`src/rtl/can_tx_pkg.sv`:
```
package can_tx_pkg;
  localparam int unsigned TX_SLOTS = 8;
  localparam int unsigned SLOT_W   = $clog2(TX_SLOTS);
  localparam int unsigned ID_W     = 29;
  localparam int unsigned DLC_W    = 4;
  localparam int unsigned DATA_W   = 64;

  typedef logic [SLOT_W-1:0] slotIdx_t;

  typedef enum logic [1:0] {
    SCH_IDLE  = 2'd0,
    SCH_OFFER = 2'd1,
    SCH_BUSY  = 2'd2
  } schState_t;

  // strobes from control to datapath
  typedef struct packed {
    logic     load;
    slotIdx_t loadSlot;
    slotIdx_t curSlot;
  } dpStrobe_t;
endpackage

```
`src/rtl/can_tx_sched_pick.sv`:
```
module can_tx_sched_pick
  import can_tx_pkg::*;
#(
  parameter int unsigned PRIO_W = 4
) (
  input  logic [TX_SLOTS-1:0]        eligMask,
  input  logic [TX_SLOTS*PRIO_W-1:0] prioFlat,
  input  slotIdx_t                   lastSent,
  input  logic                       fixedMode,
  output logic                       found,
  output slotIdx_t                   pick
);
  logic [PRIO_W-1:0] prioArr [TX_SLOTS];

  for (genvar g = 0; g < TX_SLOTS; g++) begin : gUnpack
    assign prioArr[g] = prioFlat[g*PRIO_W +: PRIO_W];
  end

  slotIdx_t          rrPick;
  slotIdx_t          fpPick;
  logic              rrFound;
  logic              fpFound;
  logic [PRIO_W-1:0] fpBest;

  // rotating search from the slot after the last one sent
  always_comb begin
    int unsigned idx;
    idx     = 0;
    rrFound = 1'b0;
    rrPick  = '0;
    for (int k = 1; k <= TX_SLOTS; k++) begin
      idx = (int'(lastSent) + k) % TX_SLOTS;
      if (!rrFound && eligMask[idx]) begin
        rrFound = 1'b1;
        rrPick  = slotIdx_t'(idx);
      end
    end
  end

  // largest value wins, strict compare keeps the lower index on ties
  always_comb begin
    fpFound = 1'b0;
    fpPick  = '0;
    fpBest  = '0;
    for (int i = 0; i < TX_SLOTS; i++) begin
      if (eligMask[i] && (!fpFound || prioArr[i] > fpBest)) begin
        fpFound = 1'b1;
        fpPick  = slotIdx_t'(i);
        fpBest  = prioArr[i];
      end
    end
  end

  assign found = fixedMode ? fpFound : rrFound;
  assign pick  = fixedMode ? fpPick : rrPick;
endmodule

```
`src/rtl/can_tx_sched_dp.sv`:
```
module can_tx_sched_dp
  import can_tx_pkg::*;
#(
  parameter int unsigned PRIO_W = 4
) (
  input  logic                       clk,
  input  logic                       rstN,
  input  dpStrobe_t                  strobe,
  input  logic [ID_W-1:0]            wrId,
  input  logic                       wrExt,
  input  logic                       wrRemote,
  input  logic [DLC_W-1:0]           wrDlc,
  input  logic [DATA_W-1:0]          wrData,
  input  logic [PRIO_W-1:0]          wrPrio,
  output logic [TX_SLOTS*PRIO_W-1:0] prioFlat,
  output logic [ID_W-1:0]            txId,
  output logic                       txExt,
  output logic                       txRemote,
  output logic [DLC_W-1:0]           txDlc,
  output logic [DATA_W-1:0]          txData
);
  logic [ID_W-1:0]   idMem   [TX_SLOTS];
  logic              extMem  [TX_SLOTS];
  logic              rmtMem  [TX_SLOTS];
  logic [DLC_W-1:0]  dlcMem  [TX_SLOTS];
  logic [DATA_W-1:0] dataMem [TX_SLOTS];
  logic [PRIO_W-1:0] prioMem [TX_SLOTS];

  always_ff @(posedge clk or negedge rstN) begin
    if (!rstN) begin
      for (int i = 0; i < TX_SLOTS; i++) begin
        idMem[i]   <= '0;
        extMem[i]  <= 1'b0;
        rmtMem[i]  <= 1'b0;
        dlcMem[i]  <= '0;
        dataMem[i] <= '0;
        prioMem[i] <= '0;
      end
    end else if (strobe.load) begin
      idMem[strobe.loadSlot]   <= wrId;
      extMem[strobe.loadSlot]  <= wrExt;
      rmtMem[strobe.loadSlot]  <= wrRemote;
      dlcMem[strobe.loadSlot]  <= wrDlc;
      dataMem[strobe.loadSlot] <= wrData;
      prioMem[strobe.loadSlot] <= wrPrio;
    end
  end

  for (genvar g = 0; g < TX_SLOTS; g++) begin : gPack
    assign prioFlat[g*PRIO_W +: PRIO_W] = prioMem[g];
  end

  assign txId     = idMem[strobe.curSlot];
  assign txExt    = extMem[strobe.curSlot];
  assign txRemote = rmtMem[strobe.curSlot];
  assign txDlc    = dlcMem[strobe.curSlot];
  assign txData   = dataMem[strobe.curSlot];
endmodule

```
`src/rtl/can_tx_sched_ctrl.sv`:
```
module can_tx_sched_ctrl
  import can_tx_pkg::*;
(
  input  logic                clk,
  input  logic                rstN,
  input  logic                hostWrEn,
  input  slotIdx_t            hostWrSlot,
  input  logic [TX_SLOTS-1:0] hostReqMask,
  input  logic [TX_SLOTS-1:0] hostAbortMask,
  input  logic                engGrant,
  input  logic                engDone,
  input  logic                engLost,
  input  logic                pickFound,
  input  slotIdx_t            pickSlot,
  output dpStrobe_t           strobe,
  output logic [TX_SLOTS-1:0] eligMask,
  output slotIdx_t            lastSent,
  output logic                txReq,
  output logic [TX_SLOTS-1:0] pendingOut,
  output logic [TX_SLOTS-1:0] sentOut,
  output logic [TX_SLOTS-1:0] abortedOut,
  output logic [TX_SLOTS-1:0] doneIrq
);
  schState_t           state;
  slotIdx_t            curSlot;
  logic                abortHeld;
  logic [TX_SLOTS-1:0] curOneHot;
  logic                grantNow;
  logic                doneNow;
  logic                lostNow;
  logic                abortCur;
  logic                dropCur;
  logic [TX_SLOTS-1:0] protectMask;
  logic [TX_SLOTS-1:0] immAbort;
  logic [TX_SLOTS-1:0] newReq;
  logic [TX_SLOTS-1:0] doneMask;
  logic [TX_SLOTS-1:0] dropMask;

  assign curOneHot   = {{(TX_SLOTS-1){1'b0}}, 1'b1} << curSlot;
  assign grantNow    = (state == SCH_OFFER) && engGrant;
  assign doneNow     = (state == SCH_BUSY) && engDone;
  assign lostNow     = (state == SCH_BUSY) && engLost && !engDone;
  assign abortCur    = hostAbortMask[curSlot];
  assign dropCur     = lostNow && (abortHeld || abortCur);
  assign protectMask = ((state == SCH_BUSY) || grantNow) ? curOneHot : '0;
  assign immAbort    = hostAbortMask & pendingOut & ~protectMask;
  assign newReq      = hostReqMask & ~pendingOut;
  assign doneMask    = doneNow ? curOneHot : '0;
  assign dropMask    = dropCur ? curOneHot : '0;
  assign eligMask    = pendingOut & ~hostAbortMask;

  always_ff @(posedge clk or negedge rstN) begin
    if (!rstN) begin
      pendingOut <= '0;
      sentOut    <= '0;
      abortedOut <= '0;
      doneIrq    <= '0;
    end else begin
      pendingOut <= (pendingOut & ~immAbort & ~doneMask & ~dropMask) | newReq;
      sentOut    <= (sentOut & ~newReq) | doneMask;
      abortedOut <= (abortedOut & ~newReq) | immAbort | dropMask;
      doneIrq    <= doneMask;
    end
  end

  always_ff @(posedge clk or negedge rstN) begin
    if (!rstN) begin
      state     <= SCH_IDLE;
      curSlot   <= '0;
      lastSent  <= slotIdx_t'(TX_SLOTS - 1);
      abortHeld <= 1'b0;
    end else begin
      unique case (state)
        SCH_IDLE: begin
          if (pickFound) begin
            curSlot <= pickSlot;
            state   <= SCH_OFFER;
          end
        end
        SCH_OFFER: begin
          if (engGrant) begin
            state     <= SCH_BUSY;
            abortHeld <= abortCur;
          end else if (abortCur) begin
            state <= SCH_IDLE;
          end
        end
        SCH_BUSY: begin
          if (doneNow) begin
            lastSent  <= curSlot;
            state     <= SCH_IDLE;
            abortHeld <= 1'b0;
          end else if (lostNow) begin
            state     <= SCH_IDLE;
            abortHeld <= 1'b0;
          end else if (abortCur) begin
            abortHeld <= 1'b1;
          end
        end
        default: state <= SCH_IDLE;
      endcase
    end
  end

  assign txReq           = (state == SCH_OFFER);
  assign strobe.load     = hostWrEn && !pendingOut[hostWrSlot];
  assign strobe.loadSlot = hostWrSlot;
  assign strobe.curSlot  = curSlot;
endmodule

```
`src/rtl/can_tx_sched.sv`:
```
module can_tx_sched
  import can_tx_pkg::*;
#(
  parameter int unsigned PRIO_W = 4
) (
  input  logic                clk,
  input  logic                rstN,
  input  logic                policyFixed,
  input  logic                hostWrEn,
  input  logic [SLOT_W-1:0]   hostWrSlot,
  input  logic [ID_W-1:0]     hostWrId,
  input  logic                hostWrExt,
  input  logic                hostWrRemote,
  input  logic [DLC_W-1:0]    hostWrDlc,
  input  logic [DATA_W-1:0]   hostWrData,
  input  logic [PRIO_W-1:0]   hostWrPrio,
  input  logic [TX_SLOTS-1:0] hostReqMask,
  input  logic [TX_SLOTS-1:0] hostAbortMask,
  input  logic                engGrant,
  input  logic                engDone,
  input  logic                engLost,
  output logic                txReq,
  output logic [SLOT_W-1:0]   txSlot,
  output logic [ID_W-1:0]     txId,
  output logic                txExt,
  output logic                txRemote,
  output logic [DLC_W-1:0]    txDlc,
  output logic [DATA_W-1:0]   txData,
  output logic [TX_SLOTS-1:0] pendingOut,
  output logic [TX_SLOTS-1:0] sentOut,
  output logic [TX_SLOTS-1:0] abortedOut,
  output logic [TX_SLOTS-1:0] doneIrq
);
  dpStrobe_t                  strobe;
  logic [TX_SLOTS-1:0]        eligMask;
  logic [TX_SLOTS*PRIO_W-1:0] prioFlat;
  slotIdx_t                   lastSent;
  logic                       pickFound;
  slotIdx_t                   pickSlot;

  can_tx_sched_ctrl u_ctrl (
    .clk          (clk),
    .rstN         (rstN),
    .hostWrEn     (hostWrEn),
    .hostWrSlot   (hostWrSlot),
    .hostReqMask  (hostReqMask),
    .hostAbortMask(hostAbortMask),
    .engGrant     (engGrant),
    .engDone      (engDone),
    .engLost      (engLost),
    .pickFound    (pickFound),
    .pickSlot     (pickSlot),
    .strobe       (strobe),
    .eligMask     (eligMask),
    .lastSent     (lastSent),
    .txReq        (txReq),
    .pendingOut   (pendingOut),
    .sentOut      (sentOut),
    .abortedOut   (abortedOut),
    .doneIrq      (doneIrq)
  );

  can_tx_sched_pick #(.PRIO_W(PRIO_W)) u_pick (
    .eligMask (eligMask),
    .prioFlat (prioFlat),
    .lastSent (lastSent),
    .fixedMode(policyFixed),
    .found    (pickFound),
    .pick     (pickSlot)
  );

  can_tx_sched_dp #(.PRIO_W(PRIO_W)) u_dp (
    .clk     (clk),
    .rstN    (rstN),
    .strobe  (strobe),
    .wrId    (hostWrId),
    .wrExt   (hostWrExt),
    .wrRemote(hostWrRemote),
    .wrDlc   (hostWrDlc),
    .wrData  (hostWrData),
    .wrPrio  (hostWrPrio),
    .prioFlat(prioFlat),
    .txId    (txId),
    .txExt   (txExt),
    .txRemote(txRemote),
    .txDlc   (txDlc),
    .txData  (txData)
  );

  assign txSlot = strobe.curSlot;
endmodule

```
`config.mk`:
```
export PLATFORM = sky130hd
export DESIGN_NAME = can_tx_sched
export DESIGN_NICKNAME = d
export VERILOG_FILES = /design/src/rtl/can_tx_pkg.sv /design/src/rtl/can_tx_sched_pick.sv /design/src/rtl/can_tx_sched_dp.sv /design/src/rtl/can_tx_sched_ctrl.sv /design/src/rtl/can_tx_sched.sv
export SDC_FILE = /design/constraint.sdc
export NUM_CORES = 1
export LEC_CHECK = 0
export ABC_AREA = 1
export BUFFER_PORTS_ARGS = -buffer_cell sky130_fd_sc_hd__buf_2
export CAP_MARGIN = 15
export CELL_PAD_IN_SITES_DETAIL_PLACEMENT = 2
export CELL_PAD_IN_SITES_GLOBAL_PLACEMENT = 2
export CORE_ASPECT_RATIO = 1.5
export CORE_MARGIN = 2
export CORE_UTILIZATION = 36
export CTS_CLUSTER_DIAMETER = 30
export DETAILED_ROUTE_END_ITERATION = 12
export PLACE_DENSITY_LB_ADDON = 0.1
export SYNTH_ARGS = -nofsm -noshare
export SYNTH_HDL_FRONTEND = slang
export SYNTH_HIERARCHICAL = 1
export SYNTH_SLANG_ARGS = --single-unit
```
`constraint.sdc`:
```
create_clock -name clk -period 10.2 [get_ports clk]
set_clock_uncertainty 0.05 [all_clocks]
set_input_delay 2.04 -clock clk [delete_from_list [all_inputs] [get_ports clk]]
set_output_delay 2.04 -clock clk [all_outputs]
set_load 0.1 [all_outputs]
```
# ---- Word-level counts from Yosys, hierarchy flattened
# Index checks and enable logic that the tools add are counted.
dict set report totals {
  output_inout_bits 135
  word_cells 269
  ff_bits 865
}
dict set report op_classes {
  add_sub_neg 8
  eq_ne 7
  mux 103
  shift 1
  reduce_logical 52
  bitwise_logic 22
  n_lt_le_gt_ge 20
}
# op n
set op_table {}
lappend op_table {{$bwmux 512} 1}
lappend op_table {{$bwmux 232} 1}
lappend op_table {{$bmux 64 s3} 1}
lappend op_table {{$demux 64 s3} 1}
lappend op_table {{$mux 64} 3}
lappend op_table {{$bmux 29 s3} 1}
lappend op_table {{$demux 29 s3} 1}
lappend op_table {{$mux 29} 3}
lappend op_table {{$and 8x8->8} 9}
lappend op_table {{$bwmux 32} 2}
lappend op_table {{$not 8->8} 7}
lappend op_table {{$lt 3x4->1 const B} 10}
lappend op_table {{$mux 4} 10}
lappend op_table {{$mux 3} 13}
lappend op_table {{$mux 1} 37}
lappend op_table {{$bmux 1 s3} 12}
lappend op_table {{$or 8x8->8} 4}
lappend op_table {{$gt 4x4->1} 7}
lappend op_table {{$mux 8} 3}
lappend op_table {{$logic_and 1x1->1} 21}
lappend op_table {{$bwmux 8} 2}
lappend op_table {{$logic_not 1->1} 16}
lappend op_table {{$mux 2} 7}
lappend op_table {{$add 3x3->3 const B} 4}
lappend op_table {{other kinds (22)} 37}

# ---- Longest topological paths before layout
# Gate-level depths: netlist of run 1.
dict set report depth {
  depth_word 34
  depth_mapped 79
  ltp_nobuf 78
}

# ---- Modules after synthesis
# The synthesis of run 1 kept the hierarchy.
# mod instances seq_area_each_um2 cells_per_inst area_per_inst_um2
set by_module_without_submodules {}
lappend by_module_without_submodules {can_tx_sched_dp 1 20619.8 5401 39521.7}
lappend by_module_without_submodules {can_tx_sched_ctrl 1 1029.7 251 2014.4}
lappend by_module_without_submodules {can_tx_sched_pick 1 0.0 351 1956.9}

# ---- Least setup slack after synthesis of run 1
# Ideal clock, no wire load.
dict set report synth_timing {
  kind {input-to-reg}
  start {in hostAbortMask[0]}
  end {reg u_ctrl.curSlot[1]}
  path_slack_ns 0.581
  cell_stages 68
  path_buffers 1
  required_ns 10.019
  arrival_ns 9.438
  path_cell_list {nor2_1 -> buf_2 -> nand2_1 -> ha_1 -> nand2_1 -> inv_1 -> nand2_1 -> nand2_1 -> nand2_1 -> nand2_1 -> nand2_1 -> nand2_1 -> nand2_1 -> inv_1 -> ha_1 -> inv_1 -> o21bai_1 -> nand2_1 -> (+32 left out) -> nand2_1 -> o21ai_0 -> o21ai_0 -> nand2_1 -> nand2_1 -> or2_0 -> nand2_1 -> ha_1 -> a21oi_1 -> nor2_1 -> o32ai_1 -> nand2_1 -> nand2_1 -> nand2_1 -> nor3_1 -> nor2_1 -> nand2_1 -> o21ai_0}
}
dict set report synth_between {
  elab_cells_between_ends 100
  cone_classes {order compare: 7; mux: 55; bitwise: 2; reduce/logical: 36}
}
# element line_no
set synth_rtl {}
lappend synth_rtl {{from (decl)} can_tx_sched.sv:18} ;# input logic [TX_SLOTS-1:0] hostAbortMask,
lappend synth_rtl {{$not 8->8 *} can_tx_sched_ctrl.sv:50} ;# assign eligMask = pendingOut & ~hostAbortMask;
lappend synth_rtl {{$and 8x8->8 *} can_tx_sched_ctrl.sv:50}
lappend synth_rtl {{$mux 4 or $mux 1 (tied branches)} can_tx_sched_pick.sv:46} ;# if (eligMask[i] && (!fpFound || prioArr[i] > fpBest)) begin
lappend synth_rtl {{$gt 4x4->1 or $logic_not 1->1 (tied branches)} can_tx_sched_pick.sv:46}
lappend synth_rtl {{$logic_or 1x1->1} can_tx_sched_pick.sv:46}
lappend synth_rtl {{$logic_and 1x1->1} can_tx_sched_pick.sv:46}
lappend synth_rtl {{$mux 4 or $mux 1 (tied branches)} can_tx_sched_pick.sv:46}
lappend synth_rtl {{$gt 4x4->1 or $logic_not 1->1 (tied branches)} can_tx_sched_pick.sv:46}
lappend synth_rtl {{(+17 left out)} --}
lappend synth_rtl {{$logic_and 1x1->1} can_tx_sched_pick.sv:46}
lappend synth_rtl {{$mux 4 or $mux 1 (tied branches)} can_tx_sched_pick.sv:46}
lappend synth_rtl {{$gt 4x4->1 or $logic_not 1->1 (tied branches)} can_tx_sched_pick.sv:46}
lappend synth_rtl {{$logic_or 1x1->1} can_tx_sched_pick.sv:46}
lappend synth_rtl {{$logic_and 1x1->1} can_tx_sched_pick.sv:46}
lappend synth_rtl {{$mux 3} can_tx_sched_pick.sv:46}
lappend synth_rtl {{$mux 3 *} can_tx_sched_pick.sv:55} ;# assign pick = fixedMode ? fpPick : rrPick;
lappend synth_rtl {{net pickSlot[1]} can_tx_sched.sv:39} ;# slotIdx_t pickSlot;
lappend synth_rtl {{to (signal assigned)} can_tx_sched_ctrl.sv:76} ;# curSlot <= pickSlot;
lappend synth_rtl {{to (decl)} can_tx_sched_ctrl.sv:25} ;# slotIdx_t curSlot;
# Mark *: on every way through the listed nets, which the timed path passes. The rest lies on a longest branch. The select of a mux whose other input is x is not followed.
# A chain may end at the register's enable or synchronous reset.

# ---- Worst setup path after layout of run 1
dict set report layout_timing {
  start {in hostAbortMask[0]}
  end {reg u_ctrl.curSlot[2]}
}
dict set report layout_between {
  elab_cells_between_ends 98
  cone_classes {order compare: 7; mux: 53; bitwise: 2; reduce/logical: 36}
}
# element line_no
set layout_rtl {}
lappend layout_rtl {{$not 8->8 *} can_tx_sched_ctrl.sv:50}
lappend layout_rtl {{$and 8x8->8 *} can_tx_sched_ctrl.sv:50}
lappend layout_rtl {{net eligMask[0]} can_tx_sched.sv:35} ;# logic [TX_SLOTS-1:0] eligMask;
lappend layout_rtl {{$mux 4 or $mux 1 (tied branches)} can_tx_sched_pick.sv:46}
lappend layout_rtl {{$gt 4x4->1 or $logic_not 1->1 (tied branches)} can_tx_sched_pick.sv:46}
lappend layout_rtl {{$logic_or 1x1->1} can_tx_sched_pick.sv:46}
lappend layout_rtl {{$logic_and 1x1->1} can_tx_sched_pick.sv:46}
lappend layout_rtl {{$mux 4 or $mux 1 (tied branches)} can_tx_sched_pick.sv:46}
lappend layout_rtl {{(+18 left out)} --}
lappend layout_rtl {{$logic_and 1x1->1} can_tx_sched_pick.sv:46}
lappend layout_rtl {{$mux 4 or $mux 1 (tied branches)} can_tx_sched_pick.sv:46}
lappend layout_rtl {{$gt 4x4->1 or $logic_not 1->1 (tied branches)} can_tx_sched_pick.sv:46}
lappend layout_rtl {{$logic_or 1x1->1} can_tx_sched_pick.sv:46}
lappend layout_rtl {{$logic_and 1x1->1} can_tx_sched_pick.sv:46}
lappend layout_rtl {{$mux 3} can_tx_sched_pick.sv:46}
lappend layout_rtl {{$mux 3 *} can_tx_sched_pick.sv:55}
lappend layout_rtl {{net pickSlot[2]} can_tx_sched.sv:39}
# Marked as above.

==> flow_metrics.tcl, run 1 <==
set metrics [dict create \
    io_pins 264 \
    setup.worst_path.end_class "flip-flop" \
    final_common_cell "nand2_1" \
    synth.largest_area_cell "dfrtp_1" \
    drc 0 \
    grt_max_degree 169 \
    grt_pass1_wl_um 254000 \
    totalWireLength_um 160000 \
    core_area_sq_um 120000 \
    period_needed_ns 10.18 \
    path_class "in -> reg" \
    r2r_cells 76 \
    crit_fanout 8 \
    placement_rows 156 \
    die_h_um 430 \
    dr_total_vias 40400 \
    clockBufferDepth 3 \
    start_util 0.362 \
    worst_pin_slew_ns 1.15 \
    max_freq_ghz 0.0982 \
    die_x_um 288 \
    clock-root-buffer "clkbuf_16" \
    synth_seq_cells 865 \
    most-common-layout-cells "nand2_1 (2287), inv_1 (970), dfrtp_1 (859)" \
    fin_crit_sh 0.998 \
    r2r_start "u_ctrl/pendingOut[0]$_DFF_PN0_" \
    clkTransAtPathRegs_ns 0.04 \
    synth_area_sq_um 43500 \
    numCtsBuffers 194 \
    pre_cts_slack_ns -1.25 \
    cts_tree "built" \
    cts_sinks 865 \
    gp_routability_congestion 0.805 \
    hold_viol_final 0 \
    report.final.setup_viol 0 \
    final_cell_area_sq_um 53500 \
    hold_buffers 0 \
    h-tree-depth 4 \
    setup_slack_ns 0.0161 \
    nets 6386 \
    ant_nets 0 \
    synth_nets 6165 \
    overflow 0 \
    synthCells 6003 \
    synth_top_area_frac 0.496 \
    min_path_type "reg -> reg" \
    slew_headroom 0.237 \
    syn2layout_area_growth_pct 23.0 \
    crit_start "hostAbortMask[0]" \
    antenna_found_initial 6 \
    die-area_sq_um 124000 \
    start_kind "input pin" \
    dp_cells 7597 \
    crit_top_cell "nand2_1" \
    drtIter0Drc 1567 \
    drv_cap 0 \
    synth.distinct_cells 44 \
    min-delay-start "u_dp/dataMem[175]$_DFFE_PN0P_" \
    cp_slowest_stage_delay_ns 0.29 \
    syn_avg_cell_area_sq_um 7.25 \
    stdcell_count 7967 \
    crit_required_ns 10.79 \
    slew_viol_final 0 \
    drive_gt1_frac 0.129 \
    p_per_area_nw_per_um2 390 \
    ir_drop_mv 0.300 \
    wl_per_cell_um 20.1 \
    hold-path-cell-count 2 \
    synthTopCellsByArea "dfrtp_1 (50%), nand2_1 (20%), o21ai_0 (9.7%)" \
    grt_pass1_vias 46300 \
    critPathArrivalTime_ns 10.78 \
    total_leakage_power_uw 0.0288 \
    ys_seq_area_frac 0.498 \
    num_antenna_cells 0 \
    gr-usage-all-layers 0.260 \
    cpMaxStageDelayCell "ha_1" \
    clkLatencyLatePin_ns 0.80 \
    ys_warn_count 6 \
    firstDrtPassIters 5 \
    placed_area_sq_um 46200 \
    vias_per_cell 5.07 \
    status "finished clean" \
    hpwl_um 89400 \
    portBuffers 263 \
]
[logic make-up (layout without fill, tap and decap cells)]
group | Yosys count | count (layout) | synth area share
and+or+nand+nor | 2885 | 2886 | 0.268
buffers and inverters | 1322 | 1705 | 0.119
AOI/OAI and AO/OA | 894 | 894 | 0.104
DFF | 865 | 865 | 0.498
adders and majority gates | 33 | 33 | 0.00949
xor gates and xnor gates | 4 | 4 | 0.00158
[routing by layer]
| layer | up-vias | routed length, um | global-route usage |
|---|---|---|---|
| met5 | - | 34 | 0 |
| met4 | 6 | 4020 | 0.0788 |
| met3 | 279 | 4640 | 0.0385 |
| met2 | 584 | 85700 | 0.492 |
| met1 | 20700 | 65800 | 0.297 |
| li1 | 18800 | - | - |
[synthesized netlist by cell type (all sizes together)]
| master | number |
|---|---|
| a31oi | 2 |
| o21ai | 852 |
| o21bai | 1 |
| a21o | 3 |
| o22ai | 1 |
| buf | 170 |
| xor2 | 1 |
| nor3 | 13 |
| a22oi | 7 |
| a21oi | 20 |
| nand2 | 2325 |
| nor2 | 48 |
| dfrtp | 862 |
| dfstp | 3 |
| inv | 985 |
| or2 | 8 |
| ha | 33 |
| a21boi | 7 |
| nand3 | 473 |
| o32ai | 1 |
| clkbuf | 167 |
| nand3b | 1 |
| xnor2 | 3 |
| nand4 | 9 |
| and2 | 8 |
[path summary, 6_finish.rpt]
path                       slack [ns]                             end
setup / recovery                 0.02   u_ctrl/curSlot[2]$_DFFE_PN0P_
hold / removal                   0.43   u_dp/dataMem[175]$_DFFE_PN0P_
setup reg to reg                 0.84   u_ctrl/curSlot[2]$_DFFE_PN0P_
hold reg to reg                  0.43   u_dp/dataMem[175]$_DFFE_PN0P_
max in group asynchronous        6.74      u_dp/idMem[80]$_DFFE_PN0P_
min in group asynchronous        1.19  u_ctrl/abortedOut[7]$_DFF_PN0_
[cell type report]
| class | instances | area, sq um |
|---|---|---|
| Fill cell | 13800 | 66700 |
| Inverter | 985 | 3720 |
| Tap cell | 1580 | 1980 |
| Clock inverter | 99 | 1290 |
| Timing Repair Buffer | 361 | 2150 |
| Multi-Input combinational cell | 3817 | 17100 |
| Clock buffer | 260 | 5580 |
| Sequential cell | 865 | 21700 |
[sequential cells by signal, summed over array words and instances, names as in the netlist]
register and count:
u_dp/dataMem 512, u_dp/idMem 232, u_dp/dlcMem 32, u_dp/prioFlat 32
u_ctrl/abortedOut 8, u_ctrl/doneIrq 8, u_ctrl/pendingOut 8, u_ctrl/sentOut 8
u_dp/extMem 8, u_dp/rmtMem 8, u_ctrl/curSlot 3, u_ctrl/lastSent 3
u_ctrl/state 2, u_ctrl/abortHeld 1
[power by group]
part | switching (uW) | internal, uW | leakage [uW] | total (uW)
clock | 2100 | 4420 | 0.00333 | 6520
combinational | 7010 | 2130 | 0.0146 | 9140
sequential | 688 | 4500 | 0.0109 | 5190
[worst max-delay path, delay by kind of cell]
family | cells | cell delay [ns]
AOI/OAI and AO/OA | 12 | 1.43
adders and majority gates | 7 | 1.69
buffers and inverters | 13 | 1.28
and+or+nand+nor | 44 | 4.27
[per-stage QoR]
stage	hold WS [ns]	setup TNS [ns]	total power, uW	util
after floorplan	0.403	0	11700	-
after global placement	0.414	-1.56	13800	0.384
after detailed placement	0.416	-3.64	14100	0.384
after CTS	0.429	0	20900	0.441
after global routing	0.444	-1.63	22200	0.445
final	0.426	0	20800	0.445
[what timing repair did]
item                                   4_1_cts  5_1_grt
setup endpoints to repair                    3        3
gates resized for setup                     10       82
gates cloned                                 0        1
endpoints found under the hold margin        0        0
pin swaps                                    1       26
setup buffers                                2        8
No activity file was read; power rests on OpenSTA's default activity.
==> run 2, diff against run 1 <==
--- a/config.mk
+++ b/config.mk
@@ -15,7 +15,7 @@
 export CORE_UTILIZATION = 36
 export CTS_CLUSTER_DIAMETER = 30
 export DETAILED_ROUTE_END_ITERATION = 12
-export PLACE_DENSITY_LB_ADDON = 0.1
+export PLACE_DENSITY = 0.81
 export SYNTH_ARGS = -nofsm -noshare
 export SYNTH_HDL_FRONTEND = slang
 export SYNTH_HIERARCHICAL = 1
==> run 2 against run 1 <==
  * Design area up 0.51%
  * Worst hold slack about the same
  * Sequential share of layout area down 0.21 points
  * Routed wire length up 8.6%
  * Sequential power up 1%
  * Highest routed layer unchanged
==> flow_metrics.tcl, run 2 (synthesis results as in run 1) <==
set metrics [dict create \
    clockPowerShare 0.308 \
    syn2layout_area_growth_pct 23.6 \
    die_h_um 430 \
    totalWireLength_um 174000 \
    report.final.setup_viol 0 \
    overflow 0 \
    grt_max_degree 157 \
    largest_reg_flops 512 \
    final_core_util 0.447 \
    crit_buf_inv 14 \
    max_freq_ghz 0.0994 \
    slew_viol_final 0 \
    vias_per_cell 5.19 \
    crit_start "hostAbortMask[0]" \
    h-tree-depth 4 \
    antenna_found_initial 12 \
    r2r_start "u_ctrl/pendingOut[0]$_DFF_PN0_" \
    r2r_cells 73 \
    period_needed_ns 10.06 \
    r2r_setup_slack_ns 1.04 \
    p_sw_frac 0.479 \
    gr-usage-all-layers 0.279 \
    grt_pass1_vias 48400 \
    crit_required_ns 10.78 \
    top_register "u_dp/dataMem" \
    fill_cells 13700 \
    numCtsBuffers 185 \
    path_delay_family "simple AND/OR/NAND/NOR gates" \
    nets 6385 \
    clock-root-buffer "clkbuf_16" \
    p_per_area_nw_per_um2 396 \
    hold_viol_final 0 \
    power_uw 21300 \
    crit_top_cell "nand2_1" \
    wl_per_cell_um 21.8 \
    clkTransAtPathRegs_ns 0.05 \
    cp_slowest_stage_delay_ns 0.30 \
    core_area_sq_um 120000 \
    multi_input_area_sq_um 17300 \
    path_class "in -> reg" \
    grt_pass1_wl_um 272000 \
    switchingPower_uw 10200 \
    dr_total_vias 41400 \
    ant_nets 0 \
    placement_rows 156 \
    firstDrtPassIters 5 \
    slew_headroom 0.205 \
    final-seq-area_sq_um 21700 \
    cts_tree "built" \
    gp_routability_congestion 0.826 \
    drv_cap 0 \
    drive_gt1_frac 0.134 \
    drtIter0Drc 1782 \
    io_pins 264 \
    start_util 0.362 \
    drc 0 \
    power_frac_comb 0.445 \
    clkLatencyLatePin_ns 0.78 \
    endpoint "u_ctrl/curSlot[1]$_DFFE_PN0P_" \
    final_common_cell "nand2_1" \
    worst_pin_slew_ns 1.19 \
    hold_buffers 0 \
    start_kind "input pin" \
    path_depth 73 \
    cts_sinks 865 \
    setup.worst_path.end_class "flip-flop" \
    die_x_um 288 \
    min_path_type "reg -> reg" \
    ir_drop_mv 0.361 \
    cpMaxStageDelayCell "or2_4" \
    share_seq_of_total_power 0.246 \
    hpwl_um 90300 \
    crit_fanout 6 \
    status "finished clean" \
    critPathArrivalTime_ns 10.64 \
    rr_endpoint "u_ctrl/curSlot[1]$_DFFE_PN0P_" \
    portBuffers 263 \
    die-area_sq_um 124000 \
    most-common-layout-cells "nand2_1 (2276), inv_1 (968), dfrtp_1 (859)" \
    total_leakage_power_uw 0.0288 \
    p_int_uw 11100 \
    reg_top3 "u_dp/dataMem: 512 flops, u_dp/idMem: 232 flops" \
    clockBufferDepth 3 \
    fin_crit_sh 0.986 \
]
-- run 2: cell types whose count changed in the layout (fill, tap and decap cells not counted), moves of 6 or more --
cell / before / now
clkbuf_1: 24 / 18
buf_4: 89 / 96
nand2_1: 2287 / 2276
nand2_2: 24 / 31
o21ai_1: 21 / 14
clkbuf_16: 199 / 191
o21ai_2: 1 / 8
bufinv_16: 24 / 31
clkinvlp_4: 20 / 30
clkbuf_8: 37 / 27
-- run 2: worst min path at each step --
stage               slack (ns)  cells after the start                       endpoint                     startpoint
floorplan                 0.40                      2  u_dp/dataMem[100]$_DFFE_PN0P_  u_dp/dataMem[100]$_DFFE_PN0P_
global placement          0.41                      2    u_ctrl/sentOut[4]$_DFF_PN0_    u_ctrl/sentOut[4]$_DFF_PN0_
detailed placement        0.42                      1    u_ctrl/sentOut[2]$_DFF_PN0_    u_ctrl/sentOut[2]$_DFF_PN0_
CTS                       0.43                      1    u_ctrl/sentOut[2]$_DFF_PN0_    u_ctrl/sentOut[2]$_DFF_PN0_
global route              0.46                      2     u_dp/idMem[72]$_DFFE_PN0P_     u_dp/idMem[72]$_DFFE_PN0P_
finish                    0.43                      1    u_ctrl/sentOut[2]$_DFF_PN0_    u_ctrl/sentOut[2]$_DFF_PN0_
-- run 2: per-stage QoR --
stage	setup TNS (ns)	setup WS, ns	instance area (sq um)	std cells	hold WS (ns)
2_1_floorplan	0	0.581	43500	6003	0.403
3_3_place_gp	-1.58	-0.556	46200	7601	0.413
3_5_place_dp	-3.96	-1.35	46200	7601	0.421
4_1_cts	0	0.0154	53100	7954	0.429
5_1_grt	-1.06	-0.394	53800	7966	0.455
6_report	0	0.138	53800	7966	0.426
-- run 2: repair_timing --
action,in CTS,in global routing
setup endpoints to repair,3,3
setup buffers,3,9
pin swaps,3,41
gates cloned,1,0
resized for setup,28,109
-- run 2: metal layers --
layer | routed length (um) | global-route usage
met1 | 69000 | 0.314
met2 | 92200 | 0.519
met3 | 6490 | 0.0447
met4 | 6130 | 0.110
met5 | 142 | 0
-- run 2: power by group through the flow --
stage          sequential (uW)  combinational, uW  clock, uW
6_report                  5240               9480       6570
5_1_grt                   5370              10300       6830
4_1_cts                   5240               9280       6680
3_5_place_dp              5220               8910          0
3_3_place_gp              5140               8590          0
2_1_floorplan             5180               6490          0
-- run 2: final cells by class --
cell class | count | area share
Antenna cell | 1 | 0.0000465
Clock buffer | 236 | 0.0971
Clock inverter | 113 | 0.0301
Inverter | 985 | 0.0692
Multi-Input combinational cell | 3817 | 0.322
Sequential cell | 865 | 0.403
Tap cell | 1580 | 0.0368
Timing Repair Buffer | 369 | 0.0415
